## config.mk

```make
export PLATFORM = sky130hd
export DESIGN_NAME = rtc_irq_ctrl
export DESIGN_NICKNAME = d
export VERILOG_FILES = /design/src/rtl/rtc_irq_pkg.sv /design/src/rtl/rtc_rate_gen.sv /design/src/rtl/rtc_flag_bank.sv /design/src/rtl/rtc_irq_ctrl.sv
export SDC_FILE = /design/constraint.sdc
export NUM_CORES = 1
export LEC_CHECK = 0
export ABC_CLOCK_PERIOD_IN_PS = 6100
export BUFFER_PORTS_ARGS = -buffer_cell sky130_fd_sc_hd__buf_2
export CORE_MARGIN = 2
export CORE_UTILIZATION = 30
export DETAILED_ROUTE_END_ITERATION = 16
export PLACE_DENSITY = 0.57
export SETUP_SLACK_MARGIN = 0.05
export SLEW_MARGIN = 10
export SYNTH_ARGS = -nofsm -noshare
export SYNTH_HDL_FRONTEND = slang
export SYNTH_HIERARCHICAL = 1
export SYNTH_SLANG_ARGS = --single-unit
```

## constraint.sdc

```tcl
create_clock -name clk -period 6.1 [get_ports clk]
set_clock_uncertainty 0.2 [all_clocks]
set_input_delay 0.915 -clock clk [delete_from_list [all_inputs] [get_ports clk]]
set_output_delay 0.915 -clock clk [all_outputs]
set_load 0.005 [all_outputs]
```

## src/rtl/rtc_irq_pkg.sv

```systemverilog
package rtc_irq_pkg;

    localparam int REG_W   = 8;
    localparam int SRC_N   = 3;
    localparam int EN_LSB  = 4;
    localparam int IRQ_BIT = 7;

    localparam int IDX_UPD = 0;
    localparam int IDX_ALM = 1;
    localparam int IDX_PER = 2;

    typedef enum logic {
        SEL_ENABLE = 1'b0,
        SEL_STATUS = 1'b1
    } reg_sel_e;

    typedef struct packed {
        logic per;
        logic alm;
        logic upd;
    } src_t;

    // Divider mask for a rate select: period is mask+1 ticks; 0 means off.
    function automatic int unsigned rate_mask(input int unsigned sel);
        int unsigned tap;
        case (sel)
            0:       tap = 0;
            1:       tap = 8;
            2:       tap = 9;
            default: tap = sel;
        endcase
        if (tap == 0) return 0;
        return (32'd1 << (tap - 1)) - 32'd1;
    endfunction

endpackage

```

## src/rtl/rtc_rate_gen.sv

```systemverilog
module rtc_rate_gen #(
    parameter int SEL_W = 4,
    parameter int DIV_W = 15
) (
    input  logic             clk,
    input  logic             rst,
    input  logic             tick,
    input  logic [SEL_W-1:0] sel,
    output logic             pulse
);
    logic [DIV_W-1:0] cnt;
    logic [DIV_W-1:0] mask;

    always_comb mask = DIV_W'(rtc_irq_pkg::rate_mask(32'(sel)));

    always_ff @(posedge clk) begin
        if (rst)       cnt <= '0;
        else if (tick) cnt <= cnt + 1'b1;
    end

    assign pulse = tick && (sel != '0) && ((cnt & mask) == mask);
endmodule

```

## src/rtl/rtc_flag_bank.sv

```systemverilog
module rtc_flag_bank
    import rtc_irq_pkg::*;
(
    input  logic             clk,
    input  logic             rst,
    input  logic [SRC_N-1:0] evt,
    input  logic             rd_act,
    output logic [SRC_N-1:0] flags
);
    logic rd_q;
    logic rd_done;

    always_ff @(posedge clk) begin
        if (rst) rd_q <= 1'b0;
        else     rd_q <= rd_act;
    end

    assign rd_done = rd_q && !rd_act;

    for (genvar i = 0; i < SRC_N; i++) begin : g_src
        logic held;
        always_ff @(posedge clk) begin
            if (rst) begin
                flags[i] <= 1'b0;
                held     <= 1'b0;
            end else if (rd_act) begin
                held     <= held | evt[i];
            end else if (rd_done) begin
                flags[i] <= held | evt[i];
                held     <= 1'b0;
            end else begin
                flags[i] <= flags[i] | evt[i];
            end
        end
    end
endmodule

```

## src/rtl/rtc_irq_ctrl.sv

```systemverilog
module rtc_irq_ctrl
    import rtc_irq_pkg::*;
#(
    parameter int SEL_W = 4,
    parameter int DIV_W = 15
) (
    input  logic             clk,
    input  logic             rst,
    input  logic             tick_32k,
    input  logic [SEL_W-1:0] rate_sel,
    input  logic             reg_sel,
    input  logic             wr_strobe,
    input  logic             rd_strobe,
    input  logic [REG_W-1:0] wdata,
    output logic [REG_W-1:0] rdata,
    input  logic             alarm_evt,
    input  logic             update_evt,
    output logic             irq_n
);
    src_t             evt;
    logic             per_pulse;
    logic [SRC_N-1:0] flags;
    logic [SRC_N-1:0] en;
    logic             is_status;
    logic             c_rd;
    logic             any_irq;

    rtc_rate_gen #(.SEL_W(SEL_W), .DIV_W(DIV_W)) i_rate (
        .clk   (clk),
        .rst   (rst),
        .tick  (tick_32k),
        .sel   (rate_sel),
        .pulse (per_pulse)
    );

    always_comb begin
        evt.per = per_pulse;
        evt.alm = alarm_evt;
        evt.upd = update_evt;
    end

    assign is_status = (reg_sel_e'(reg_sel) == SEL_STATUS);
    assign c_rd      = rd_strobe && is_status;

    rtc_flag_bank i_flags (
        .clk    (clk),
        .rst    (rst),
        .evt    (evt),
        .rd_act (c_rd),
        .flags  (flags)
    );

    always_ff @(posedge clk) begin
        if (rst)                          en <= '0;
        else if (wr_strobe && !is_status) en <= wdata[EN_LSB +: SRC_N];
    end

    assign any_irq = |(flags & en);
    assign irq_n   = !any_irq;

    always_comb begin
        rdata = '0;
        if (is_status) begin
            rdata[IRQ_BIT]            = any_irq;
            rdata[EN_LSB +: SRC_N]    = flags;
        end else begin
            rdata[EN_LSB +: SRC_N]    = en;
        end
    end
endmodule

```

# Word-level counts from Yosys, hierarchy flattened
# Cells that the tools add are included.
# totals
mem_count	0
ram_bits	0
latchBits	0
input_bits	20
rom_bits	0
out_inout_bits	9
word_cells	49
reg_bits	25
# classes
addsub	3
muxes	12
multipliers	0
n_bitwise	8
magnitude_cmp	0
n_eq_ne	3
reduce_logical	13
shifts	1
div	0
# op_table
operator	count
$logic_not 32->1	1
$shl 1x32->15 const A	1
$add 15x1->15 const B	1
$and 15x15->15	1
$eq 15x15->1	1
$mux 15	1
$sub 15x1->15 const B	1
$pmux 4 s3	1
$mux 1	9
$or 1x1->1	6
$logic_and 1x1->1	5
$sub 4x1->5 const B	1
$eq 4x1->1 const B	1
$eq 4x2->1 const B	1
$logic_not 4->1	1
$reduce_bool 4->1	1
$and 3x3->3	1
$logic_not 1->1	3
$mux 3	1
$reduce_or 3->1	1
$reduce_bool 2->1	1

# Depth between registers and ports, before layout
# Gate-level depths: netlist (run 1).
# logic_depth
depth_word	11
depth_mapped	19
depth_no_buf	18

# Modules after synthesis
# The synthesis (run 1) kept the hierarchy.
# by_module_without_submodules
module	n_inst	area_per_inst_um2	seq_area_each_um2	cells_per_inst
rtc_rate_gen	1	1420.1	300.3	182
rtc_flag_bank	1	285.3	140.1	33
rtc_irq_ctrl	1	205.2	60.1	21

# Worst setup path before layout (run 1)
# OpenSTA, ideal clock, no wires.
# synth_timing
kind	input to register
start	in rate_sel[2]
end	reg i_flags.flags[2]
required_time_ns	5.842
setup_ns	0.058
path_slack_ns	1.528
arrival_ns	4.314
n_path_buf	2
cell_stages	19
path_cell_list	clkbuf_2 buf_1 nor2_1 or2_2 inv_1 ha_1 or3b_2 nand2_1 nand2_1 ha_1 nand3_1 o21ai_2 o21ai_0 mux2_2 nor4_1 o2111a_1 nor2_1 a21oi_1 o21a_1
# synth_between
elab_chain_cells	11
word_cells_on_any_way	18
classes_between	add/sub (2); eq/ne (3); shift (1); mux (4); bitwise (3); reduce/logical (5)
# synth_lines
item	line	rtl
start: declaration	rtc_irq_ctrl.sv:10	input logic [SEL_W-1:0] rate_sel,
$eq 4x2->1, or another cell as far along	rtc_irq_pkg.sv:26	case (sel)
$pmux 4 s3	rtc_irq_pkg.sv:26	
$sub 4x1->5	rtc_irq_pkg.sv:33	return (32'd1 << (tap - 1)) - 32'd1;
$shl 1x32->15	rtc_irq_pkg.sv:33	
$sub 15x1->15	rtc_irq_pkg.sv:33	
$mux 15	rtc_irq_pkg.sv:33	
$and 15x15->15	rtc_rate_gen.sv:21	assign pulse = tick && (sel != '0) && ((cnt & mask) == mask);
$eq 15x15->1	rtc_rate_gen.sv:21	
$logic_and 1x1->1 *	rtc_rate_gen.sv:21	
via per_pulse	rtc_irq_ctrl.sv:21	logic per_pulse;
$or 1x1->1, on equally long branches	rtc_flag_bank.sv:32, rtc_flag_bank.sv:29	
$mux 1 *	rtc_flag_bank.sv:28	end else if (rd_done) begin
end signal: indexed assignment	rtc_flag_bank.sv:29	flags[i] <= held | evt[i];
end signal: indexed assignment	rtc_flag_bank.sv:32	flags[i] <= flags[i] | evt[i];
end: declaration	rtc_flag_bank.sv:8	output logic [SRC_N-1:0] flags
# The timed path passes the listed nets; every way through them passes the cells marked *.
# A chain may end at the register's enable or synchronous reset.

# Final worst setup path (run 1)
# layout_timing
start	in rate_sel[1]
end	reg i_flags.flags[2]
# Same word-level chain as after synthesis.

==> flow_metrics.py, run 1 <==
metrics = {
    "run_status": {
        "status": "complete, no violations",
    },
    "worst_setup_path": {
        "r2r.worst_path.cells": 8,
        "crit_type": "primary input to flop",
        "reg2reg_slack_ns": 4.05,
        "cp_max_fo": 10,
        "start_kind": "primary input",
        "cp.arrival_ns": 4.59,
        "crit_path_end_kind": "flop",
        "required_ns": 6.12,
    },
    "placed_design": {
        "dpl_worst_slack_ns": 1.278,
        "placed_cells": 321,
        "port_buffers": 19,
        "post-dp-hpwl_um": 2996,
        "gp_congestion": 0.8279,
        "placedInstanceArea_sq_mm": 0.002033,
    },
    "pwr": {
        "clkPwrFrac": 0.261,
        "seqPwrFrac": 0.464,
        "power_density_mw_per_mm2": 179.0,
        "leakage_nw": 0.7962,
        "p_int_mw": 0.2584,
        "ir_drop_mv": 0.1210,
        "p_switching_mw": 0.1136,
        "switching_share": 0.3054,
        "power_frac_comb": 0.276,
    },
    "floorplanning": {
        "fp.dieH_um": 83.81,
        "initial_core_util": 0.3061,
        "coreArea_sq_mm": 0.006241,
        "io_pins": 29,
        "dieArea_sq_mm": 0.007023,
        "die_w_um": 83.81,
        "rows": 29,
    },
    "detailed_routing": {
        "wl_per_cell_um": 12.29,
        "remaining_drc_errors": 0,
        "wl_um": 3994,
        "via_per_inst": 5.065,
        "first_iter_violations": 104,
        "via_count": 1646,
        "ant_nets": 0,
        "first_pass_iters": 4,
    },
    "clock_tree": {
        "numCtsBuffers": 3,
        "h-tree-depth": 1,
        "clk_path_buf_depth": 2,
        "post_cts_buffers": 0,
        "clk_latency_ns": 0.26,
        "cts_hold_buf": 0,
        "cts_root_buf": "clkbuf_8",
        "cts_tree": "done",
        "cts_sinks": 25,
        "clk_pin_slew_ns": 0.08,
        "cts_resized": 0,
    },
    "global_routing": {
        "grt_max_degree": 26,
        "grt_pass1_vias": 1516,
        "antenna_found_initial": 0,
        "grt_usage": 0.1173,
        "grt_remaining_overflow": 0,
        "grt_pass1_wl_um": 7044,
    },
    "yosys": {
        "yosysUniqueCellTypes": 63,
        "synth_top_area_cell": "dfxtp_1",
        "yosys-top-cells-area": "dfxtp_1 26%, ha_1 6.5%, nor2_1 6.5%, xnor2_1 4.1%, a21oi_1 3.9%",
        "ys_seq_elements": 25,
        "yosysTopAreaCellShare": 0.2620,
        "async_flop_share": 0,
        "syn_area_sq_mm": 0.001911,
        "ys.flop_type": "dfxtp_1",
        "synth-edff-count": 0,
        "syn_inst": 236,
        "yosysWarnings": 6,
        "avgSynthCellArea_sq_um": 8.096,
        "synth_seq_area_share": 0.2620,
    },
    "timing": {
        "hold_viol_final": 0,
        "tns_ns": 0,
        "timing.final.crit_share": 0.7493,
        "setup_viol": 0,
        "max_freq_ghz": 0.2188,
        "relSlewSlack": 0.6075,
        "tightest_slew_ns": 0.5842,
        "min_period_ns": 4.571,
        "setup_ws_ns": 1.529,
        "rsz0062_at_grt": "false",
        "final_max_slew_viol_count": 0,
    },
    "final_layout": {
        "n_fill_cell": 670,
        "ff_latch_area_sq_um": 500.5,
        "multiInputGateArea_sq_mm": 0.001308,
        "finalInstanceArea_sq_mm": 0.002078,
        "syn_to_final_growth_pct": 8.775,
        "stdcell_count": 325,
        "nets": 279,
        "diodes": 0,
        "drive_gt1_frac": 0.1774,
    },
    "hold_path": {
        "min_path_cells": 2,
        "hold_class": "flop to flop",
    },
    "flow_run": {
        "max_cap_violations": 0,
    },
}
power groups by stage:
| stage | Sequential, mW | Clock [mW] | Combinational (mW) |
|---|---|---|---|
| 6_report | 0.173 | 0.0969 | 0.103 |
| 5_1_grt | 0.173 | 0.109 | 0.114 |
| 4_1_cts | 0.173 | 0.103 | 0.103 |
| 3_5_place_dp | 0.176 | 0 | 0.102 |
| 3_3_place_gp | 0.176 | 0 | 0.102 |
| 2_1_floorplan | 0.175 | 0 | 0.0823 |
registers in the layout, indices dropped and copies added (netlist names):
name and count:
en 3, i_flags/flags 3, i_rate/cnt 15, i_flags/g_src.held 3, i_flags/rd_q 1
cells by family after synthesis:
family,after synthesis,synth area share
AND/OR/NAND/NOR,90,0.2488
AO/OA/AOI/OAI,61,0.2344
flip-flops,25,0.2620
buffers and inverters,23,0.05958
XOR/XNOR,17,0.07793
adder cells (fa/ha/maj),10,0.06549
multiplexers,9,0.04977
other,1,0.001963
metal layers:
metal / vias up / global-route usage / part of all wire
li1: 849 / - / -
met1: 766 / 0.1612 / 0.50
met2: 27 / 0.1956 / 0.46
met3: 4 / 0.01286 / 0.029
met4: 0 / 0.03079 / 0.010
met5: - / 0 / 0
cell type report:
cell class / instances / share of cell area
multi-input cells: 191 / 0.6291
flip-flops and latches: 25 / 0.2408
well taps: 77 / 0.04636
repair buffers: 19 / 0.04576
clock buffers: 4 / 0.02167
inverters: 9 / 0.01626
synth_stat cells (8+ instances only):
cell	n
xnor2_1	9
xor2_1	8
ha_1	10
nor2_1	33
inv_1	9
a21oi_1	15
dfxtp_1	25
o21ai_0	10
nand2_1	15
critical path, stage by stage:
cell      delay (ns)
buf_2           0.19
xnor2_1         0.14
nor2_1          0.05
or2_2           0.29
inv_1           0.16
ha_1            0.28
or3b_2          0.50
nand2_1         0.18
nand2_1         0.08
ha_1            0.26
nand3_1         0.10
o21ai_2         0.09
o21ai_0         0.14
mux2_2          0.37
nor4_1          0.24
o2111a_1        0.27
nor2_1          0.06
a21oi_1         0.13
o21a_1          0.13
cell usage in the layout (no fill, tap or decap), types with 8 or more instances in the layout:
cell type  netlist  layout
a21oi_1         15      15
buf_2            3      19
dfxtp_1         25      25
ha_1            10      10
inv_1            9       9
nand2_1         15      15
nor2_1          33      33
o21ai_0         10      10
xnor2_1          9       9
xor2_1           8       8
final timing paths:
check	start	end
setup reg to reg	i_rate/cnt[6]	i_flags/flags[2]
setup / recovery	rate_sel[1]	i_flags/flags[2]
hold reg to reg	i_flags/g_src[2].held	i_flags/g_src[2].held
hold / removal	i_flags/g_src[2].held	i_flags/g_src[2].held
through the flow:
step | total power [mW] | util | hold slack (ns)
floorplan | 0.2573 | - | 0.2563
finish | 0.3720 | 0.3330 | 0.2906
global placement | 0.2780 | 0.3258 | 0.2698
CTS | 0.3784 | 0.3330 | 0.2927
detailed placement | 0.2784 | 0.3258 | 0.2774
global route | 0.3963 | 0.3330 | 0.3235
Power figures use the tool's default switching activity.
==> run 2, diff against run 1 <==
Settings changed: ABC_CLOCK_PERIOD_IN_PS 6100 to 3700, PLACE_DENSITY 0.57 to 0.59.
Clock period 6.1 ns to 3.7 ns, I/O delays scaled along.
==> flow_metrics.py, run 2 (synthesis gave the netlist of run 1 again) <==
metrics = {
    "run_status": {
        "status": "complete, no violations",
    },
    "global_routing": {
        "grt_usage": 0.1209,
        "grt_max_degree": 26,
        "antenna_found_initial": 0,
        "grt_remaining_overflow": 0,
        "grt_pass1_wl_um": 7189,
        "grt_pass1_vias": 1585,
    },
    "timing": {
        "tns_ns": 0,
        "max_freq_ghz": 0.2929,
        "min_period_ns": 3.414,
        "timing.final.crit_share": 0.9226,
        "hold_viol_final": 0,
        "setup_viol": 0,
        "final_max_slew_viol_count": 0,
        "tightest_slew_ns": 0.5732,
        "rsz0062_at_grt": "false",
        "relSlewSlack": 0.6150,
    },
    "worst_setup_path": {
        "cp_top_family": "compound AO/OA/AOI/OAI gates",
        "crit_top_cell": "nand2_2",
        "required_ns": 3.72,
        "crit_path_max_incr_delay_ns": 0.31,
        "slowest_stage": "ha_1",
        "crit_type": "primary input to flop",
        "crit_chain": "buf_2 > nor2_4 > mux2i_2 > ha_1 > o211a_1 > a31o_2 > nand2_2 > ha_4 > nand2_2 > o21ai_2 > o21ai_1 > mux2_2 > nor4_1 > o2111a_1 > nor2_1 > a21oi_1 > o21a_1",
        "path_buf_inv": 1,
        "crit_path_end_kind": "flop",
        "cp_max_fo": 7,
        "cp.arrival_ns": 3.43,
        "start_kind": "primary input",
    },
    "placed_design": {
        "port_buffers": 19,
        "post-dp-hpwl_um": 3273,
        "gp_congestion": 0.8316,
    },
    "clock_tree": {
        "clk_latency_ns": 0.27,
        "cts_sinks": 25,
        "numCtsBuffers": 3,
        "cts_tree": "done",
        "cts_hold_buf": 0,
        "clk_path_buf_depth": 2,
        "h-tree-depth": 1,
        "clk_pin_slew_ns": 0.09,
        "cts_root_buf": "clkbuf_8",
    },
    "detailed_routing": {
        "ant_nets": 0,
        "via_count": 1696,
        "first_iter_violations": 65,
        "wl_um": 4112,
        "first_pass_iters": 4,
        "wl_per_cell_um": 11.68,
        "via_per_inst": 4.818,
        "remaining_drc_errors": 0,
    },
    "floorplanning": {
        "coreArea_sq_mm": 0.006241,
        "die_w_um": 83.81,
        "initial_core_util": 0.3061,
        "dieArea_sq_mm": 0.007023,
        "fp.dieH_um": 83.81,
        "rows": 29,
        "io_pins": 29,
    },
    "final_layout": {
        "nets": 306,
        "most-common-layout-cells": "32 x nor2_1, 27 x buf_4, 25 x dfxtp_1, 19 x buf_2, 15 x a21oi_1",
        "syn_to_final_growth_pct": 23.31,
        "largest_reg_flops": 15,
        "diodes": 0,
        "regMostFlops": "i_rate/cnt",
        "drive_gt1_frac": 0.3055,
        "final_common_cell": "nor2_1",
    },
    "pwr": {
        "power_mw": 0.6565,
        "ir_drop_mv": 0.1862,
        "power_density_mw_per_mm2": 278.6,
        "leakage_nw": 0.9420,
    },
    "flow_run": {
        "max_cap_violations": 0,
    },
    "hold_path": {
        "hold_class": "flop to flop",
    },
}
run 2: cell count changes in the layout (fill, tap and decap cells not counted), sizes merged:
| cell | previous run | this run |
|---|---|---|
| buf | 19 | 46 |
| clkbuf | 4 | 3 |
| clkinv | 0 | 1 |
run 2: final cells by class:
class / count / area (sq um)
clock buffers: 3 / 41.29
clock inverters: 1 / 5.005
fillers: 669 / 3885
inverters: 9 / 36.28
multi-input cells: 191 / 1379
flip-flops and latches: 25 / 500.5
well taps: 77 / 96.34
repair buffers: 46 / 297.8
run 2: final timing paths:
path | from | end | slack, ns | cells after the start
setup / recovery | rate_sel[2] | i_flags/flags[2] | 0.29 | 17
hold / removal | i_flags/g_src[2].held | i_flags/g_src[2].held | 0.29 | 2
setup reg to reg | i_rate/cnt[6] | i_flags/flags[2] | 1.71 | 8
hold reg to reg | i_flags/g_src[2].held | i_flags/g_src[2].held | 0.29 | 2
run 2: metal layers:
| metal | global-route usage | up-vias | share of wire |
|---|---|---|---|
| met2 | 0.1971 | 26 | 0.46 |
| met5 | 0 | - | 0 |
| li1 | - | 901 | - |
| met4 | 0.03519 | 0 | 0.0061 |
| met1 | 0.1701 | 767 | 0.51 |
| met3 | 0.01088 | 2 | 0.024 |
run 2: metrics by stage:
stage / worst slack, ns / cell area [sq um] / instances / hold slack (ns) / util
after floorplan: 0.05513 / 2019 / 239 / 0.2563 / -
after detailed placement: -0.05007 / 2306 / 348 / 0.2780 / 0.3695
final: 0.2864 / 2356 / 352 / 0.2886 / 0.3775
after global placement: -0.01083 / 2306 / 348 / 0.2700 / 0.3695
after global routing: 0.06395 / 2356 / 352 / 0.3105 / 0.3775
after CTS: 0.2366 / 2352 / 352 / 0.2925 / 0.3769
run 2: worst reg2reg max path, stage by stage, from the launching register on:
cell and delay (ns):
dfxtp_1 0.38, inv_1 0.07, a21oi_1 0.12, nor2_1 0.05, a2111oi_0 0.50, o2111a_1 0.34, nor2_1 0.05, a21oi_1 0.13
o21a_1 0.13
run 2: report_power, final:
group	switching [mW]	total, mW	internal (mW)
registers	0.00708	0.284	0.277
logic	0.108	0.214	0.106
clock network	0.0828	0.158	0.0752
run 2: what timing repair did:
action	4_1_cts	5_1_grt
setup buffers	0	0
endpoints found under the hold margin	0	0
setup endpoints to repair	0	1
gates resized for setup	0	1
